$ cat src/rtl/owid_pkg.sv
package owid_pkg;

  typedef enum logic [3:0] {
    ST_QUIET,
    ST_RST,
    ST_PRES,
    ST_CMD,
    ST_READ,
    ST_SRCH_BIT,
    ST_SRCH_CMP,
    ST_SRCH_DIR
  } owid_state_e;

  localparam logic [7:0] OP_READ_NEW = 8'h33;
  localparam logic [7:0] OP_READ_OLD = 8'h0F;
  localparam logic [7:0] OP_SEARCH   = 8'hF0;

  // Reflected CRC-8 over 56 bits, lowest bit first
  function automatic logic [7:0] owid_crc8(input logic [55:0] data);
    logic [7:0] c;
    logic       fb;
    c = 8'h00;
    for (int i = 0; i < 56; i++) begin
      fb = c[0] ^ data[i];
      c  = {1'b0, c[7:1]};
      if (fb) c = c ^ 8'h8C;
    end
    return c;
  endfunction

endpackage

$ cat src/rtl/owid_lowmon.sv
module owid_lowmon #(
  parameter int RST_DET_US = 240
) (
  input  logic clk,
  input  logic rst_n,
  input  logic tick,
  input  logic line_in,
  output logic long_low,
  output logic rst_evt
);
  localparam int             CW  = $clog2(RST_DET_US + 1);
  localparam logic [CW-1:0]  THR = CW'(RST_DET_US);

  logic [CW-1:0] cnt_q, cnt_d;
  logic          long_q, long_d;
  logic          evt_q, evt_d;

  always_comb begin
    cnt_d  = cnt_q;
    long_d = long_q;
    if (line_in) begin
      cnt_d  = '0;
      long_d = 1'b0;
    end else begin
      if (tick && cnt_q != THR) cnt_d = cnt_q + 1'b1;
      if (cnt_q == THR)         long_d = 1'b1;
    end
    evt_d = line_in & long_q;
  end

  always_ff @(posedge clk or negedge rst_n) begin
    if (!rst_n) begin
      cnt_q  <= '0;
      long_q <= 1'b0;
      evt_q  <= 1'b0;
    end else begin
      cnt_q  <= cnt_d;
      long_q <= long_d;
      evt_q  <= evt_d;
    end
  end

  assign long_low = long_q;
  assign rst_evt  = evt_q;

  // a reset event only follows a qualified long low
  a_r2_evt_after_long: assert property (@(posedge clk) disable iff (!rst_n)
    rst_evt |-> $past(long_low));

endmodule

$ cat src/rtl/owid_presence.sv
module owid_presence #(
  parameter int WAIT_US = 30,
  parameter int LOW_US  = 120
) (
  input  logic clk,
  input  logic rst_n,
  input  logic tick,
  input  logic start,
  output logic drive,
  output logic done
);
  localparam int            MAXV      = (WAIT_US > LOW_US) ? WAIT_US : LOW_US;
  localparam int            CW        = $clog2(MAXV + 1);
  localparam logic [CW-1:0] WAIT_LAST = CW'(WAIT_US - 1);
  localparam logic [CW-1:0] LOW_LAST  = CW'(LOW_US - 1);

  logic          busy_q, busy_d;
  logic          low_q, low_d;
  logic          done_q, done_d;
  logic [CW-1:0] cnt_q, cnt_d;

  always_comb begin
    busy_d = busy_q;
    low_d  = low_q;
    cnt_d  = cnt_q;
    done_d = 1'b0;
    if (start) begin
      busy_d = 1'b1;
      low_d  = 1'b0;
      cnt_d  = '0;
    end else if (busy_q && tick) begin
      if (!low_q) begin
        if (cnt_q == WAIT_LAST) begin
          low_d = 1'b1;
          cnt_d = '0;
        end else begin
          cnt_d = cnt_q + 1'b1;
        end
      end else if (cnt_q == LOW_LAST) begin
        busy_d = 1'b0;
        low_d  = 1'b0;
        done_d = 1'b1;
      end else begin
        cnt_d = cnt_q + 1'b1;
      end
    end
  end

  always_ff @(posedge clk or negedge rst_n) begin
    if (!rst_n) begin
      busy_q <= 1'b0;
      low_q  <= 1'b0;
      done_q <= 1'b0;
      cnt_q  <= '0;
    end else begin
      busy_q <= busy_d;
      low_q  <= low_d;
      done_q <= done_d;
      cnt_q  <= cnt_d;
    end
  end

  assign drive = low_q;
  assign done  = done_q;

  // the presence low is only ever driven inside an armed sequence
  a_r2_low_inside_busy: assert property (@(posedge clk) disable iff (!rst_n)
    low_q |-> busy_q);

  // the drive phase begins only after the wait phase
  a_r2_wait_before_low: assert property (@(posedge clk) disable iff (!rst_n)
    $rose(low_q) |-> $past(busy_q && !low_q));

endmodule

$ cat src/rtl/owid_slot.sv
module owid_slot #(
  parameter int SAMPLE_US = 30
) (
  input  logic clk,
  input  logic rst_n,
  input  logic tick,
  input  logic line_in,
  input  logic arm,
  input  logic tx_bit,
  output logic drive,
  output logic rx_bit,
  output logic done
);
  localparam int            CW   = $clog2(SAMPLE_US + 1);
  localparam logic [CW-1:0] LAST = CW'(SAMPLE_US - 1);

  logic          line_q;
  logic          fall;
  logic          active_q, active_d;
  logic          zero_q, zero_d;
  logic          rx_q, rx_d;
  logic          done_q, done_d;
  logic [CW-1:0] cnt_q, cnt_d;

  assign fall = line_q & ~line_in;

  always_comb begin
    active_d = active_q;
    zero_d   = zero_q;
    rx_d     = rx_q;
    cnt_d    = cnt_q;
    done_d   = 1'b0;
    if (!active_q) begin
      if (arm && fall) begin
        active_d = 1'b1;
        zero_d   = ~tx_bit;
        cnt_d    = '0;
      end
    end else if (tick) begin
      if (cnt_q == LAST) begin
        active_d = 1'b0;
        zero_d   = 1'b0;
        rx_d     = line_in;
        done_d   = 1'b1;
      end else begin
        cnt_d = cnt_q + 1'b1;
      end
    end
  end

  always_ff @(posedge clk or negedge rst_n) begin
    if (!rst_n) begin
      line_q   <= 1'b1;
      active_q <= 1'b0;
      zero_q   <= 1'b0;
      rx_q     <= 1'b1;
      done_q   <= 1'b0;
      cnt_q    <= '0;
    end else begin
      line_q   <= line_in;
      active_q <= active_d;
      zero_q   <= zero_d;
      rx_q     <= rx_d;
      done_q   <= done_d;
      cnt_q    <= cnt_d;
    end
  end

  assign drive  = active_q & zero_q;
  assign rx_bit = rx_q;
  assign done   = done_q;

  // a data-0 hold starts only on a master falling edge while armed
  a_r6_drive_starts_at_fall: assert property (@(posedge clk) disable iff (!rst_n)
    $rose(drive) |-> $past(fall && arm));

  // the hold ends before the count passes the sample point
  a_r6_release_by_sample: assert property (@(posedge clk) disable iff (!rst_n)
    drive |-> (cnt_q <= LAST));

endmodule

$ cat src/rtl/owid_ctrl.sv
module owid_ctrl
  import owid_pkg::*;
#(
  parameter logic [63:0] ROM = 64'h0
) (
  input  logic clk,
  input  logic rst_n,
  input  logic long_low,
  input  logic rst_evt,
  input  logic pres_done,
  input  logic slot_done,
  input  logic rx_bit,
  output logic pres_start,
  output logic slot_arm,
  output logic tx_bit
);
  owid_state_e state_q, state_d;
  logic [5:0]  idx_q, idx_d;
  logic [7:0]  cmd_q, cmd_d;

  always_comb begin
    state_d    = state_q;
    idx_d      = idx_q;
    cmd_d      = cmd_q;
    pres_start = 1'b0;
    if (long_low) begin
      state_d = ST_RST;
    end else begin
      case (state_q)
        ST_RST: if (rst_evt) begin
          pres_start = 1'b1;
          state_d    = ST_PRES;
        end
        ST_PRES: if (pres_done) begin
          state_d = ST_CMD;
          idx_d   = '0;
        end
        ST_CMD: if (slot_done) begin
          cmd_d = {rx_bit, cmd_q[7:1]};
          if (idx_q == 6'd7) begin
            idx_d = '0;
            if (cmd_d == OP_READ_NEW || cmd_d == OP_READ_OLD) state_d = ST_READ;
            else if (cmd_d == OP_SEARCH)                      state_d = ST_SRCH_BIT;
            else                                              state_d = ST_QUIET;
          end else begin
            idx_d = idx_q + 1'b1;
          end
        end
        ST_READ: if (slot_done) begin
          if (idx_q == 6'd63) state_d = ST_QUIET;
          else                idx_d   = idx_q + 1'b1;
        end
        ST_SRCH_BIT: if (slot_done) state_d = ST_SRCH_CMP;
        ST_SRCH_CMP: if (slot_done) state_d = ST_SRCH_DIR;
        ST_SRCH_DIR: if (slot_done) begin
          if (rx_bit != ROM[idx_q] || idx_q == 6'd63) begin
            state_d = ST_QUIET;
          end else begin
            idx_d   = idx_q + 1'b1;
            state_d = ST_SRCH_BIT;
          end
        end
        default: state_d = state_q;
      endcase
    end
  end

  always_comb begin
    case (state_q)
      ST_READ, ST_SRCH_BIT: tx_bit = ROM[idx_q];
      ST_SRCH_CMP:          tx_bit = ~ROM[idx_q];
      default:              tx_bit = 1'b1;
    endcase
    slot_arm = (state_q == ST_CMD) || (state_q == ST_READ) ||
               (state_q == ST_SRCH_BIT) || (state_q == ST_SRCH_CMP) ||
               (state_q == ST_SRCH_DIR);
  end

  always_ff @(posedge clk or negedge rst_n) begin
    if (!rst_n) begin
      state_q <= ST_QUIET;
      idx_q   <= '0;
      cmd_q   <= '0;
    end else begin
      state_q <= state_d;
      idx_q   <= idx_d;
      cmd_q   <= cmd_d;
    end
  end

  // a long low always forces the reset state
  a_r3_long_low_aborts: assert property (@(posedge clk) disable iff (!rst_n)
    long_low |=> (state_q == ST_RST));

  // the command phase never counts beyond eight slots
  a_r4_cmd_count: assert property (@(posedge clk) disable iff (!rst_n)
    (state_q == ST_CMD) |-> (idx_q < 6'd8));

  // after sending its bit the responder sends the complement
  a_r8_search_order: assert property (@(posedge clk) disable iff (!rst_n)
    (state_q == ST_SRCH_BIT && slot_done && !long_low) |=> (state_q == ST_SRCH_CMP));

  // the silent state is left only through a long low
  a_r9_quiet_holds: assert property (@(posedge clk) disable iff (!rst_n)
    (state_q == ST_QUIET && !long_low) |=> (state_q == ST_QUIET));

endmodule

$ cat src/rtl/owid_responder.sv
module owid_responder
  import owid_pkg::*;
#(
  parameter logic [7:0]  FAMILY_CODE = 8'h01,
  parameter logic [47:0] SERIAL      = 48'hA5C3_1E7B_9042,
  parameter int          RST_DET_US  = 240,
  parameter int          PD_WAIT_US  = 30,
  parameter int          PD_LOW_US   = 120,
  parameter int          SAMPLE_US   = 30
) (
  input  logic clk,
  input  logic rst_n,
  input  logic us_tick,
  input  logic line_in,
  output logic pull_low
);
  localparam logic [55:0] BODY = {SERIAL, FAMILY_CODE};
  localparam logic [63:0] ROM  = {owid_crc8(BODY), BODY};

  logic long_low, rst_evt;
  logic pres_start, pres_drv, pres_done;
  logic slot_arm, tx_bit, slot_drv, rx_bit, slot_done;

  owid_lowmon #(.RST_DET_US(RST_DET_US)) u_lowmon (
    .clk(clk), .rst_n(rst_n), .tick(us_tick), .line_in(line_in),
    .long_low(long_low), .rst_evt(rst_evt)
  );

  owid_presence #(.WAIT_US(PD_WAIT_US), .LOW_US(PD_LOW_US)) u_presence (
    .clk(clk), .rst_n(rst_n), .tick(us_tick), .start(pres_start),
    .drive(pres_drv), .done(pres_done)
  );

  owid_slot #(.SAMPLE_US(SAMPLE_US)) u_slot (
    .clk(clk), .rst_n(rst_n), .tick(us_tick), .line_in(line_in),
    .arm(slot_arm), .tx_bit(tx_bit), .drive(slot_drv),
    .rx_bit(rx_bit), .done(slot_done)
  );

  owid_ctrl #(.ROM(ROM)) u_ctrl (
    .clk(clk), .rst_n(rst_n), .long_low(long_low), .rst_evt(rst_evt),
    .pres_done(pres_done), .slot_done(slot_done), .rx_bit(rx_bit),
    .pres_start(pres_start), .slot_arm(slot_arm), .tx_bit(tx_bit)
  );

  assign pull_low = pres_drv | slot_drv;

  // presence and data drive never overlap
  a_r2_single_driver: assert property (@(posedge clk) disable iff (!rst_n)
    !(pres_drv && slot_drv));

endmodule

$ cat config.mk
export PLATFORM = sky130hd
export DESIGN_NAME = owid_responder
export DESIGN_NICKNAME = d
export VERILOG_FILES = /design/src/rtl/owid_pkg.sv /design/src/rtl/owid_lowmon.sv /design/src/rtl/owid_presence.sv /design/src/rtl/owid_slot.sv /design/src/rtl/owid_ctrl.sv /design/src/rtl/owid_responder.sv
export SDC_FILE = /design/constraint.sdc
export NUM_CORES = 1
export LEC_CHECK = 0
export BUFFER_PORTS_ARGS = -buffer_cell sky130_fd_sc_hd__buf_2
export CORE_UTILIZATION = 30
export CTS_CLUSTER_SIZE = 12
export DETAILED_ROUTE_END_ITERATION = 8
export GPL_TIMING_DRIVEN = 0
export HOLD_SLACK_MARGIN = 0.15
export RECOVER_POWER = 100
export SLEW_MARGIN = 20
export SYNTH_ARGS = -nofsm -noshare
export SYNTH_HDL_FRONTEND = slang
export SYNTH_SLANG_ARGS = --single-unit
$ cat constraint.sdc
create_clock -name clk -period 2.93 [get_ports clk]
set_input_delay 0.586 -clock clk [delete_from_list [all_inputs] [get_ports clk]]
set_output_delay 0.586 -clock clk [all_outputs]
set_load 0.02 [all_outputs]
**Word level (Yosys, flattened, before mapping)**

Memory sizes are Yosys's and may differ from the RTL's.
Index checks and enable logic that the tools add are counted.

- Flip-flop bits (word level): 48
- Bits in read-only memories: 64
- Input bits: 4
- Output and inout bits: 1
- Word-level logic and storage cells: 157
- Memories: 1

Memories:

| memory | words | bits a word | read ports | clocked after Yosys merged registers in | wr ports | line | text |
|---|---|---|---|---|---|---|---|
| (no name shown) | 64 | 1 | 1 | 0 | 0 | owid_ctrl.sv:56 | `if (rx_bit != ROM[idx_q] \|\| idx_q == 6'd63) begin` |

- Add/subtract/negate cells: 4
- Order comparisons: 1
- Equal/unequal tests: 37
- Muxes and demuxes: 64
- Bitwise logic cells: 8
- Reductions and logical operators: 26

Operators by type and width:

| cell | number |
|---|---|
| $mux 4 | 11 |
| $mux 6 | 7 |
| $mux 7 | 5 |
| $mux 1 | 30 |
| $pmux 4 s7 | 1 |
| $ne 3x3->1 const B | 8 |
| $pmux 6 s4 | 1 |
| $mux 5 | 4 |
| $ne 2x2->1 const B | 9 |
| $eq 4x3->1 const B | 4 |
| $eq 8x8->1 const B | 2 |
| $mux 8 | 2 |
| $reduce_and 3->1 | 5 |
| $reduce_bool 2->1 | 6 |
| $reduce_and 10->1 | 1 |
| $add 8x1->8 const B | 1 |
| $eq 4x2->1 const B | 2 |
| $eq 8x4->1 const B | 1 |
| $eq 8x6->1 const B | 1 |
| $ne 8x8->1 const B | 1 |
| $reduce_and 8->1 | 1 |
| $reduce_bool 8->1 | 1 |
| $add 7x1->7 const B | 1 |
| $eq 7x5->1 const B | 1 |
| other kinds (20) | 34 |

**Logic depth before layout (Yosys ltp)**

- Depth in word-level cells: 8
- Mapped depth: 9
- Gate-level depth less buffers: 9

**By module**

A second synthesis with hierarchy kept.

- Cells, all modules: 304
- Area total of the unflattened synthesis: 2942.8 um^2

By module, submodules not included:

| module | times used | cells each | area each (um^2) | seq. area each (um^2) |
|---|---|---|---|---|
| owid_ctrl | 1 | 145 | 1307.5 | 400.4 |
| owid_presence | 1 | 61 | 600.6 | 250.2 |
| owid_lowmon | 1 | 52 | 523.0 | 250.2 |
| owid_slot | 1 | 45 | 505.5 | 252.7 |
| owid_responder | 1 | 1 | 6.3 | 0.0 |

**Worst setup path before layout**

No wires, ideal clock.

- Path type: register to register
- Start point: register u_ctrl.idx_q[0]
- End point: register u_ctrl.idx_q[5]
- Setup time: 0.121 ns
- Arrival time: 2.421 ns
- Required time: 2.809 ns
- Slack: 0.388 ns
- Cell stages (with the launch flop): 10
- Path buffers: 0
- Period minus slack after synthesis: 2.542 ns
- Cell sequence: dfrtp_1 > inv_1 > ha_1 > mux2i_4 > o32ai_2 > a2111oi_2 > a31oi_2 > mux2_4 > a221o_1 > a22o_1

- Longest elaborated chain between the ends: 6

Ends and longest elaborated chain:

| what | line | text |
|---|---|---|
| start, declared | owid_ctrl.sv:18 | `logic [5:0] idx_q, idx_d;` |
| start signal, assigned | owid_ctrl.sv:86 | `idx_q <= idx_d;` |
| $mem_v2 64x1 | - |  |
| $mux 1 (not written as such) | owid_ctrl.sv:56 |  |
| $ne 1x1->1 | owid_ctrl.sv:56 |  |
| $logic_or 1x1->1 | owid_ctrl.sv:56 |  |
| $ne 2x2->1 (no line) | - |  |
| $reduce_and 8->1 (no line) | - |  |

Several ways; a longest one is shown, not always the timed one. The select of a mux whose other input is x is not followed.
A chain may end at the register's enable or synchronous reset.

**Worst setup path after layout**

- Start point: register u_ctrl.idx_q[0]
- End point: register u_ctrl.idx_q[0]

The elaborated chain is that of the path after synthesis.

==> flow_summary.json <==
{
  "holdCritPathClass": "input pin to flop",
  "clkPwrFrac": 0.306,
  "netlist_area_sq_mm": 0.002718,
  "dp.final_hpwl_mm": 3.703,
  "synth.area.top_cells": "dfrtp_1, ha_1, nor2_1",
  "grt_pass1_vias": 2036,
  "root_buffer": "clkbuf_8",
  "crit_required_ps": 3100,
  "final_common_cell": "dfrtp_1",
  "fp.dieH_um": 97.18,
  "critPathLaunch": "u_ctrl.idx_q[0]$_DFFE_PN0P_",
  "cts.path.max_buffers": 2,
  "tightest_slew_ps": 1305,
  "fmax_mhz": 362.9,
  "start_util": 0.3101,
  "grt_max_degree": 47,
  "synth-seq-area-share": 0.4245,
  "setup_viol": 0,
  "drv_slew": 0,
  "cts_hold_buffers": 0,
  "track_usage": 0.1178,
  "cts_sinks": 46,
  "post_drt_wl_per_cell_um": 13.11,
  "drt_iter0_markers": 90,
  "netlist_instances": 282,
  "drtAntennaViolNets": 0,
  "min_period_ps": 2756,
  "cts_tree": "done",
  "areaGrowthSynthToFinish_pct": 9.623,
  "grt_overflow": 0,
  "yosysTopAreaCellShare": 0.4052,
  "critPathKind": "flop to flop",
  "drive_gt1_frac": 0.1126,
  "worst_setup_path_start_kind": "flop",
  "num_vias": 2080,
  "routed_via_density": 5.187,
  "pwr-share-comb": 0.188,
  "diodes": 0,
  "numCtsBuffers": 5,
  "fin_skew_ps": 13.30,
  "finalHoldViolCount": 0,
  "seqPwrFrac": 0.506,
  "firstDrtPassIters": 4,
  "status": "finished clean",
  "rsz0062_at_grt": "false",
  "ys.warnings.count": 0,
  "worst_ep_arrival_time_ps": 2930,
  "relSlewSlack": 0.1217,
  "drv_cap": 0,
  "synth_cell_types": 59,
  "die_area_sq_mm": 0.009443,
  "tns_ps": 0,
  "total_power_uw": 1569,
  "leakagePower_uw": 0.001282,
  "drt-total-wl_mm": 5.256,
  "ys.flop_type": "dfrtp_1",
  "cellPowerDensity_mw_per_mm2": 526.8,
  "grt_antenna_before_repair": 0,
  "grt_first_pass_wirelength_mm": 9.301,
  "rr_startpoint": "u_ctrl.idx_q[0]$_DFFE_PN0P_",
  "pre_cts_ws_ps": 141.0,
  "ios": 5,
  "p_int_uw": 1106,
  "io_buffers": 4,
  "p_sw_uw": 463.3,
  "hp-start": "line_in",
  "async_flop_share": 1.000,
  "vdd_drop_max_mv": 0.3045,
  "path_max_fanout": 8,
  "row_count": 34,
  "insertion_delay_ps": 300,
  "cts_max_level": 2,
  "period_share": 0.9405,
  "drcViolationCount": 0,
  "place_congestion": 0.8022,
  "synth_edf_count": 0,
  "switching_share": 0.2952,
  "syn_nets": 299,
  "most-common-layout-cells": "dfrtp_1, nor2_1, nand2_1",
  "yosysTopAreaCell": "dfrtp_1",
  "syn_area_per_cell_sq_um": 9.637,
  "synth-seq-cells": 46,
  "die_w_um": 97.18,
  "core_area_sq_mm": 0.008763,
  "clk_pin_slew_ps": 80,
  "endpoint_kind": "flop",
  "final_nets": 310,
  "setup_ws_ps": 174.3
}
[registers in the layout, indices dropped and copies added, names as in the netlist]
signal / count
u_lowmon.cnt_q: 8
u_lowmon.rst_evt: 1
u_presence.cnt_q: 7
u_ctrl.cmd_q: 7
u_presence.drive: 1
u_slot.cnt_q: 5
u_slot.line_q: 1
u_slot.rx_bit: 1
u_ctrl.state_q: 3
u_slot.done: 1
u_presence.done: 1
u_ctrl.idx_q: 6
u_slot.zero_q: 1
u_lowmon.long_low: 1
u_slot.active_q: 1
u_presence.busy_q: 1
[logic make-up (layout without fill, tap and decap cells)]
| group | after synthesis | count (layout) | share of synthesized area |
|---|---|---|---|
| adders and majority gates | 13 | 13 | 0.05985 |
| AOI/OAI and AO/OA | 56 | 56 | 0.1529 |
| xor gates and xnor gates | 11 | 11 | 0.03545 |
| buffers and inverters | 26 | 37 | 0.04650 |
| and+or+nand+nor | 114 | 114 | 0.2095 |
| DFF | 46 | 46 | 0.4245 |
| muxes | 16 | 16 | 0.07136 |
[critical path, stage by stage (launching register included)]
cell	delay (ps)
dfrtp_2	440
inv_1	100
ha_1	370
mux2i_4	150
o32ai_1	110
a2111oi_2	390
a31oi_4	100
mux2_4	370
a21oi_4	240
mux2_1	350
[power by group through the flow]
stage               logic, uW  registers (uW)  clock network (uW)
floorplan                 231             782                   0
global placement          286             801                   0
detailed placement        295             803                   0
CTS                       297             792                 499
global route              349             808                 521
finish                    295             795                 480
[final timing paths]
check                                                   end  cells after the start  slack (ps)
worst min-delay path                u_slot.line_q$_DFF_PN1_                      1         420
worst max-delay path            u_ctrl.idx_q[0]$_DFFE_PN0P_                      9         170
worst max register to register  u_ctrl.idx_q[0]$_DFFE_PN0P_                      9         170
max in group asynchronous       u_ctrl.idx_q[0]$_DFFE_PN0P_                      1        1660
worst min register to register    u_slot.zero_q$_DFFE_PN0P_                      1         510
min in group asynchronous         u_slot.active_q$_DFF_PN0_                      1         490
[per-layer routing]
layer | GRT usage | part of all wire
met5 | 0 | 0
met4 | 0.03100 | 0.0086
met3 | 0.02374 | 0.027
met2 | 0.1983 | 0.47
met1 | 0.1540 | 0.49
[per-stage QoR]
stage | area (sq um) | hold slack [ps] | instances | util
after floorplan | 2718 | 290.4 | 282 | -
after global placement | 2873 | 487.5 | 394 | 0.3278
after detailed placement | 2873 | 491.9 | 394 | 0.3278
after CTS | 2985 | 403.5 | 401 | 0.3407
after global routing | 2979 | 417.2 | 401 | 0.3399
final | 2979 | 424.2 | 401 | 0.3399
[cell type report]
cell class / instances / area, sq um
Clock buffer: 6 / 82.58
Multi-Input combinational cell: 210 / 1433
Tap cell: 108 / 135.1
Timing Repair Buffer: 4 / 17.52
Inverter: 17 / 63.81
Buffer: 9 / 62.56
Clock inverter: 1 / 30.03
Sequential cell: 46 / 1155
Fill cell: 913 / 5784
[repair_timing]
item / in CTS / in global routing
setup endpoints to repair: 0 / 2
endpoints found under the hold margin: 0 / 0
resized for setup: 0 / 2
buffers inserted: 0 / 0
[synthesized netlist by cell type, types with 2 or more instances]
library cell and count:
nand2_1 27, nor2_1 34, xnor2_1 2, clkbuf_1 4, a21o_1 2, a221o_1 2
nand3_1 13, dfstp_2 2, ha_1 13, xor2_1 9, mux2_4 2, nor2b_1 3
mux2i_1 4, a221oi_1 2, o21ai_0 14, and3_1 2, clkbuf_8 2, nor3b_1 2
dfrtp_1 44, o2bb2ai_1 2, a22o_1 3, nor4bb_1 3, mux2_2 8, o31ai_1 3
a31oi_1 3, nor3_1 9, a21oi_1 8, nand4_1 10, inv_1 17, nor4_1 2
a211oi_1 2, o211ai_1 2
No activity file was read; power rests on OpenSTA's default activity.
